$ cat src/rtl/qdac_pkg.sv
package qdac_pkg;
  parameter int unsigned QD_CHANS  = 4;
  parameter int unsigned QD_CODE_W = 8;
  localparam int unsigned QD_SEL_W  = $clog2(QD_CHANS);
  localparam int unsigned QD_WORD_W = QD_SEL_W + 1 + QD_CODE_W;
  localparam int unsigned QD_CNT_W  = $clog2(QD_WORD_W);

  typedef struct packed {
    logic                 gain;
    logic [QD_CODE_W-1:0] code;
  } qd_chan_t;

  typedef struct packed {
    logic [QD_SEL_W-1:0] sel;
    qd_chan_t            val;
  } qd_cmd_t;

  // Split a received word: channel on top, then gain, then code.
  function automatic qd_cmd_t qd_decode(input logic [QD_WORD_W-1:0] w);
    qd_cmd_t c;
    c.sel      = w[QD_WORD_W-1 -: QD_SEL_W];
    c.val.gain = w[QD_CODE_W];
    c.val.code = w[QD_CODE_W-1:0];
    return c;
  endfunction

  function automatic logic qd_last_bit(input logic [QD_CNT_W-1:0] cnt);
    return cnt == QD_CNT_W'(QD_WORD_W - 1);
  endfunction
endpackage

$ cat src/rtl/qdac_sync.sv
module qdac_sync #(
  parameter int unsigned W      = 4,
  parameter int unsigned STAGES = 2
) (
  input  logic         clk,
  input  logic         rst_n,
  input  logic [W-1:0] async_i,
  output logic [W-1:0] sync_o
);
  logic [W-1:0] chain_q [STAGES];

  generate
    for (genvar s = 0; s < STAGES; s++) begin : g_stage
      always_ff @(posedge clk or negedge rst_n) begin
        if (!rst_n) chain_q[s] <= '0;
        else if (s == 0) chain_q[s] <= async_i;
        else chain_q[s] <= chain_q[(s == 0) ? 0 : s-1];
      end
    end
  endgenerate

  assign sync_o = chain_q[STAGES-1];
endmodule

$ cat src/rtl/qdac_edge.sv
module qdac_edge #(
  parameter int unsigned W = 3
) (
  input  logic         clk,
  input  logic         rst_n,
  input  logic [W-1:0] lvl_i,
  output logic [W-1:0] fall_o
);
  logic [W-1:0] prev_q;

  always_ff @(posedge clk or negedge rst_n) begin
    if (!rst_n) prev_q <= '0;
    else        prev_q <= lvl_i;
  end

  assign fall_o = prev_q & ~lvl_i;
endmodule

$ cat src/rtl/qdac_shift.sv
module qdac_shift
  import qdac_pkg::*;
(
  input  logic                clk,
  input  logic                rst_n,
  input  logic                shift_evt,
  input  logic                bit_i,
  output logic                word_done,
  output logic [QD_CNT_W-1:0] bit_cnt,
  output qd_cmd_t             cmd_o
);
  logic [QD_WORD_W-2:0] sr_q;
  logic [QD_CNT_W-1:0]  cnt_q;
  qd_cmd_t              cmd_q;

  assign word_done = shift_evt && qd_last_bit(cnt_q);

  always_ff @(posedge clk or negedge rst_n) begin
    if (!rst_n) begin
      sr_q  <= '0;
      cnt_q <= '0;
      cmd_q <= '0;
    end else if (shift_evt) begin
      sr_q <= {sr_q[QD_WORD_W-3:0], bit_i};
      if (word_done) begin
        cnt_q <= '0;
        cmd_q <= qd_decode({sr_q, bit_i});
      end else begin
        cnt_q <= cnt_q + 1'b1;
      end
    end
  end

  assign bit_cnt = cnt_q;
  assign cmd_o   = cmd_q;
endmodule

$ cat src/rtl/qdac_bank.sv
module qdac_bank
  import qdac_pkg::*;
(
  input  logic     clk,
  input  logic     rst_n,
  input  logic     load_evt,
  input  logic     ldac_evt,
  input  qd_cmd_t  cmd_i,
  output qd_chan_t hold_o [QD_CHANS],
  output qd_chan_t out_o  [QD_CHANS],
  output logic     upd_o
);
  qd_chan_t hold_q [QD_CHANS];
  qd_chan_t hold_d [QD_CHANS];
  qd_chan_t out_q  [QD_CHANS];
  logic     upd_q;

  generate
    for (genvar i = 0; i < QD_CHANS; i++) begin : g_chan
      // Latch is resolved before commit within one sample.
      always_comb begin
        hold_d[i] = hold_q[i];
        if (load_evt && cmd_i.sel == QD_SEL_W'(i)) hold_d[i] = cmd_i.val;
      end

      always_ff @(posedge clk or negedge rst_n) begin
        if (!rst_n) begin
          hold_q[i] <= '0;
          out_q[i]  <= '0;
        end else begin
          hold_q[i] <= hold_d[i];
          if (ldac_evt) out_q[i] <= hold_d[i];
        end
      end

      assign hold_o[i] = hold_q[i];
      assign out_o[i]  = out_q[i];
    end
  endgenerate

  always_ff @(posedge clk or negedge rst_n) begin
    if (!rst_n) upd_q <= 1'b0;
    else        upd_q <= ldac_evt;
  end

  assign upd_o = upd_q;
endmodule

$ cat src/rtl/qdac_cmd_rx.sv
module qdac_cmd_rx
  import qdac_pkg::*;
#(
  parameter int unsigned SYNC_STAGES = 2
) (
  input  logic                          clk,
  input  logic                          rst_n,
  input  logic                          sclk_i,
  input  logic                          sdata_i,
  input  logic                          latch_i,
  input  logic                          commit_i,
  output logic [QD_CHANS*QD_CODE_W-1:0] out_code_o,
  output logic [QD_CHANS-1:0]           out_gain_o,
  output logic                          upd_o
);
  localparam int unsigned NPIN = 4;

  logic [NPIN-1:0] pins_s;
  logic [2:0]      falls;
  logic            shift_evt, load_evt, ldac_evt, word_done;
  logic [QD_CNT_W-1:0] bit_cnt;
  qd_cmd_t         cmd;
  qd_chan_t        hold [QD_CHANS];
  qd_chan_t        outs [QD_CHANS];
  logic [QD_CHANS*QD_CODE_W-1:0] hold_code_flat;

  qdac_sync #(.W(NPIN), .STAGES(SYNC_STAGES)) u_sync (
    .clk(clk), .rst_n(rst_n),
    .async_i({sclk_i, sdata_i, latch_i, commit_i}),
    .sync_o(pins_s)
  );

  qdac_edge #(.W(3)) u_edge (
    .clk(clk), .rst_n(rst_n),
    .lvl_i({pins_s[3], pins_s[1], pins_s[0]}),
    .fall_o(falls)
  );

  assign shift_evt = falls[2];
  assign load_evt  = falls[1];
  assign ldac_evt  = falls[0];

  qdac_shift u_shift (
    .clk(clk), .rst_n(rst_n),
    .shift_evt(shift_evt), .bit_i(pins_s[2]),
    .word_done(word_done), .bit_cnt(bit_cnt), .cmd_o(cmd)
  );

  qdac_bank u_bank (
    .clk(clk), .rst_n(rst_n),
    .load_evt(load_evt), .ldac_evt(ldac_evt), .cmd_i(cmd),
    .hold_o(hold), .out_o(outs), .upd_o(upd_o)
  );

  generate
    for (genvar i = 0; i < QD_CHANS; i++) begin : g_flat
      assign out_code_o[i*QD_CODE_W +: QD_CODE_W]     = outs[i].code;
      assign out_gain_o[i]                            = outs[i].gain;
      assign hold_code_flat[i*QD_CODE_W +: QD_CODE_W] = hold[i].code;
    end
  endgenerate
endmodule

$ cat config.mk
export PLATFORM = sky130hd
export DESIGN_NAME = qdac_cmd_rx
export DESIGN_NICKNAME = d
export VERILOG_FILES = /design/src/rtl/qdac_pkg.sv /design/src/rtl/qdac_sync.sv /design/src/rtl/qdac_edge.sv /design/src/rtl/qdac_shift.sv /design/src/rtl/qdac_bank.sv /design/src/rtl/qdac_cmd_rx.sv
export SDC_FILE = /design/constraint.sdc
export NUM_CORES = 1
export LEC_CHECK = 0
export BUFFER_PORTS_ARGS = -buffer_cell sky130_fd_sc_hd__buf_2
export CAP_MARGIN = 20
export CORE_ASPECT_RATIO = 0.5
export CORE_UTILIZATION = 62
export DETAILED_ROUTE_END_ITERATION = 8
export MAX_ROUTING_LAYER = met4
export PLACE_DENSITY = 0.85
export SETUP_SLACK_MARGIN = 0.15
export SYNTH_ARGS = -nofsm -noshare
export SYNTH_HDL_FRONTEND = slang
export SYNTH_SLANG_ARGS = --single-unit
$ cat constraint.sdc
create_clock -name clk -period 3.3 [get_ports clk]
set_clock_uncertainty 0.1 [all_clocks]
set_input_delay 0.165 -clock clk [delete_from_list [all_inputs] [get_ports clk]]
set_output_delay 0.165 -clock clk [all_outputs]
set_load 0.005 [all_outputs]
==> results.yml <==
run_status:
  outcome: "completed"
synthesis:
  synth_flop_cell: "sky130_fd_sc_hd__dfrtp_1"
  synth_commonest_cells: "109 x sky130_fd_sc_hd__dfrtp_1, 82 x sky130_fd_sc_hd__mux2_2, 33 x sky130_fd_sc_hd__nand2_1"
  synth.top_cell.area_share: 0.6756
  synthDominantAreaCellType: "sky130_fd_sc_hd__dfrtp_1"
  synth_cells: 256
  synth_cell_type_count: 24
  synth_warnings: 0
  synthesis.nets: 264
  number_of_synthesized_flops_with_an_enable_pin: 0
  synth.most_common_cell: "sky130_fd_sc_hd__dfrtp_1"
  ys_seq_area_frac: 0.6756
  synthesis.area_um2: 4038
  async_flop_share: 1.000
  ys_ff_latch: 109
  post_synth_main_area_contributors: "sky130_fd_sc_hd__dfrtp_1 68%, sky130_fd_sc_hd__mux2_2 23%, sky130_fd_sc_hd__nand2_1 3.1%"
  synth.avg_cell_area_um2: 15.77
min_path:
  timing.hold.worst.class: "reg -> reg"
  worstHoldStart: "u_sync.chain_q[4]$_DFF_PN0_"
clock_tree:
  clock_sink_count: 109
  cts_tree: "yes"
  clockRootBuffer: "sky130_fd_sc_hd__clkbuf_16"
  cts.htree.levels: 3
  clkSlewWorstSetupHoldPaths_ns: 0.07
  tritoncts_buffer_count: 9
  cts_buffer_depth: 2
  clkLatencyLatePin_ns: 0.34
  cts.repair.resized: 0
detailed_routing:
  wire_per_inst_um: 17.41
  vias_per_cell: 5.392
  via_count: 2162
  drc_violations_left: 0
  drt_wl_total_um: 6981
  antenna_left: 0
  top_layer: "met4"
  detail_route.first_pass.iterations: 4
  number_of_design_rule_violations_left_by_the_first_detailed_router_iteration: 108
  routedLengthMet1_um: 3151
  met2_wirelength_um: 3454
  route.met3.wl_um: 312
power:
  power_per_cell_area_nw_per_um2: 661.2
  clkPwrFrac: 0.341
  netSwitchingPower_mw: 0.7698
  switching_share: 0.2488
  vdd_drop_max_v: 0.0003731
  internal_power_summed_over_all_cells_mw: 2.324
  static-leakage-power_nw: 2.517
  power.sequential.fraction: 0.540
  power.share.combinational: 0.119
  post-layout-total-power_mw: 3.094
timing:
  relSlewSlack: 0.3157
  fin_crit_sh: 0.6212
  timing.final.setup_violations: 0
  final.setup.tns_ns: 0
  final-hold-violation-count: 0
  rsz0062_at_grt: "no"
  setup_slack_ns: 1.250
  worst-slew-pin-transition_ns: 1.024
  finalMaxSlewViolations: 0
  fmax_ghz: 0.4878
  post-route-min-period_ns: 2.050
  fin_worst_hold_slack_ns: 0.2596
floorplanning:
  die_h_um: 59.07
  die_area_um2: 6859
  dieWidth_um: 116.1
  initial_core_util: 0.6532
  pin_count: 43
  placement_rows: 20
  core_um2: 6181
critical_path:
  setup.worst_path.start: "u_shift.cmd_o[10]$_DFFE_PN0P_"
  startpoint_of_the_lowest_slack_register_to_register_path: "u_shift.cmd_o[10]$_DFFE_PN0P_"
  setup.worst_path.end_class: "flip-flop"
  critical_path.startpoint_type: "flip-flop"
  timing.critical_path.fanout_max: 9
  worst_ep_required_time_ns: 3.43
  cp_data_arrival_time_ns: 2.18
  worst-setup-path-type: "reg -> reg"
layout:
  post_route_cells_drive_above_1_share: 0.4696
  insertedDiodeCount: 0
  final_core_util: 0.7571
  syn2layout_area_growth_pct: 15.90
  num-nets-final: 316
placement:
  detailedPlacementHpwl_um: 4404
  io_buffer_count: 42
  preCtsSetupSlack_ns: 1.292
  finalWeightedCongestion: 0.7179
grt:
  grt_max_degree: 82
  first_pass_grt_wire_length_um: 11510
  grt_util_all_layers: 0.2452
  initial_antenna_violation_count: 0
  globalRoute.totalOverflow: 0
  via_count_of_the_first_global_routing_pass: 2299
run:
  cap_viol_max_count: 0
[path summary, 6_finish.rpt]
check / cells after the start / endpoint / slack, ns
worst max-delay path: 3 / u_bank.out_o[24]$_DFFE_PN0P_ / 1.25
worst min-delay path: 0 / u_sync.sync_o[0]$_DFF_PN0_ / 0.26
worst max register to register: 3 / u_bank.out_o[24]$_DFFE_PN0P_ / 1.25
worst min register to register: 0 / u_sync.sync_o[0]$_DFF_PN0_ / 0.26
max in group asynchronous: 3 / u_bank.out_o[15]$_DFFE_PN0P_ / 1.89
min in group asynchronous: 2 / u_sync.chain_q[4]$_DFF_PN0_ / 0.42
[layout by cell type, fill, tap and decap left out]
cell type,count
sky130_fd_sc_hd__a21oi_1,1
sky130_fd_sc_hd__buf_2,41
sky130_fd_sc_hd__o21ai_0,2
sky130_fd_sc_hd__nand4b_2,1
sky130_fd_sc_hd__clkbuf_8,1
sky130_fd_sc_hd__nor4b_4,1
sky130_fd_sc_hd__inv_1,1
sky130_fd_sc_hd__nand2_1,33
sky130_fd_sc_hd__and3b_1,1
sky130_fd_sc_hd__dlygate4sd3_1,5
sky130_fd_sc_hd__ha_1,2
sky130_fd_sc_hd__nor2_1,1
sky130_fd_sc_hd__clkbuf_16,9
sky130_fd_sc_hd__mux2_4,2
sky130_fd_sc_hd__and4bb_1,2
sky130_fd_sc_hd__clkinv_2,4
sky130_fd_sc_hd__nor2b_4,1
sky130_fd_sc_hd__buf_4,4
sky130_fd_sc_hd__nand2b_1,2
sky130_fd_sc_hd__o311ai_0,1
sky130_fd_sc_hd__or3_1,1
sky130_fd_sc_hd__dfrtp_1,109
sky130_fd_sc_hd__mux2_2,82
sky130_fd_sc_hd__bufinv_16,1
sky130_fd_sc_hd__o31ai_1,1
sky130_fd_sc_hd__nor2b_1,1
sky130_fd_sc_hd__and2_1,1
sky130_fd_sc_hd__clkbuf_1,1
sky130_fd_sc_hd__nand3_1,1
[power groups by stage]
stage	clock [mW]	sequential (mW)	combinational, mW
after global routing	1.11	1.70	0.412
after global placement	0	1.68	0.335
after CTS	1.07	1.67	0.374
after floorplan	0	1.64	0.243
after detailed placement	0	1.69	0.363
final	1.06	1.67	0.367
[flip-flops by register name, summed over array words and instances (netlist names)]
name,flops
u_bank.out_o,36
u_sync.chain_q,4
u_sync.sync_o,4
u_shift.cmd_o,11
u_bank.upd_o,1
u_shift.sr_q,10
u_edge.prev_q,3
u_bank.hold_o,36
u_shift.bit_cnt,4
[layer usage]
layer / track usage / vias to the layer above
met4: 0.08974 / 0
met5: - / -
li1: - / 986
met1: 0.3022 / 1124
met2: 0.3835 / 45
met3: 0.08384 / 7
[cells by family (layout without fill, tap and decap cells)]
family	after synthesis	after routing	share of synthesized area
AO/OA/AOI/OAI	5	5	0.007747
buffers and inverters	10	67	0.01425
AND/OR/NAND/NOR	46	46	0.06011
adder cells (fa/ha/maj)	2	2	0.006197
flip-flops	109	109	0.6756
multiplexers	84	84	0.2361
[layout make-up]
type | count | area [um2]
clock inverters | 5 | 50.05
inverters | 1 | 3.754
clock buffers | 11 | 242.7
fillers | 345 | 1501
repair buffers | 50 | 285.3
multi-input cells | 137 | 1260
flip-flops and latches | 109 | 2728
well taps | 88 | 110.1
[stage by stage]
step | cell area [um2] | std cells
2_1_floorplan | 4038 | 256
3_3_place_gp | 4337 | 380
3_5_place_dp | 4337 | 380
4_1_cts | 4679 | 401
5_1_grt | 4679 | 401
6_report | 4679 | 401
[critical path: stages, from the launching register on]
cell,delay [ns]
sky130_fd_sc_hd__dfrtp_1,0.45
sky130_fd_sc_hd__and4bb_1,0.70
sky130_fd_sc_hd__mux2_2,0.42
sky130_fd_sc_hd__mux2_2,0.27
[timing repair]
action	in CTS	in global routing
hold buffers	5	0
endpoints found under the setup margin	0	0
setup buffers	0	0
endpoints found under the hold margin	83	0
Note: power is estimated with default switching activity, not from simulation.
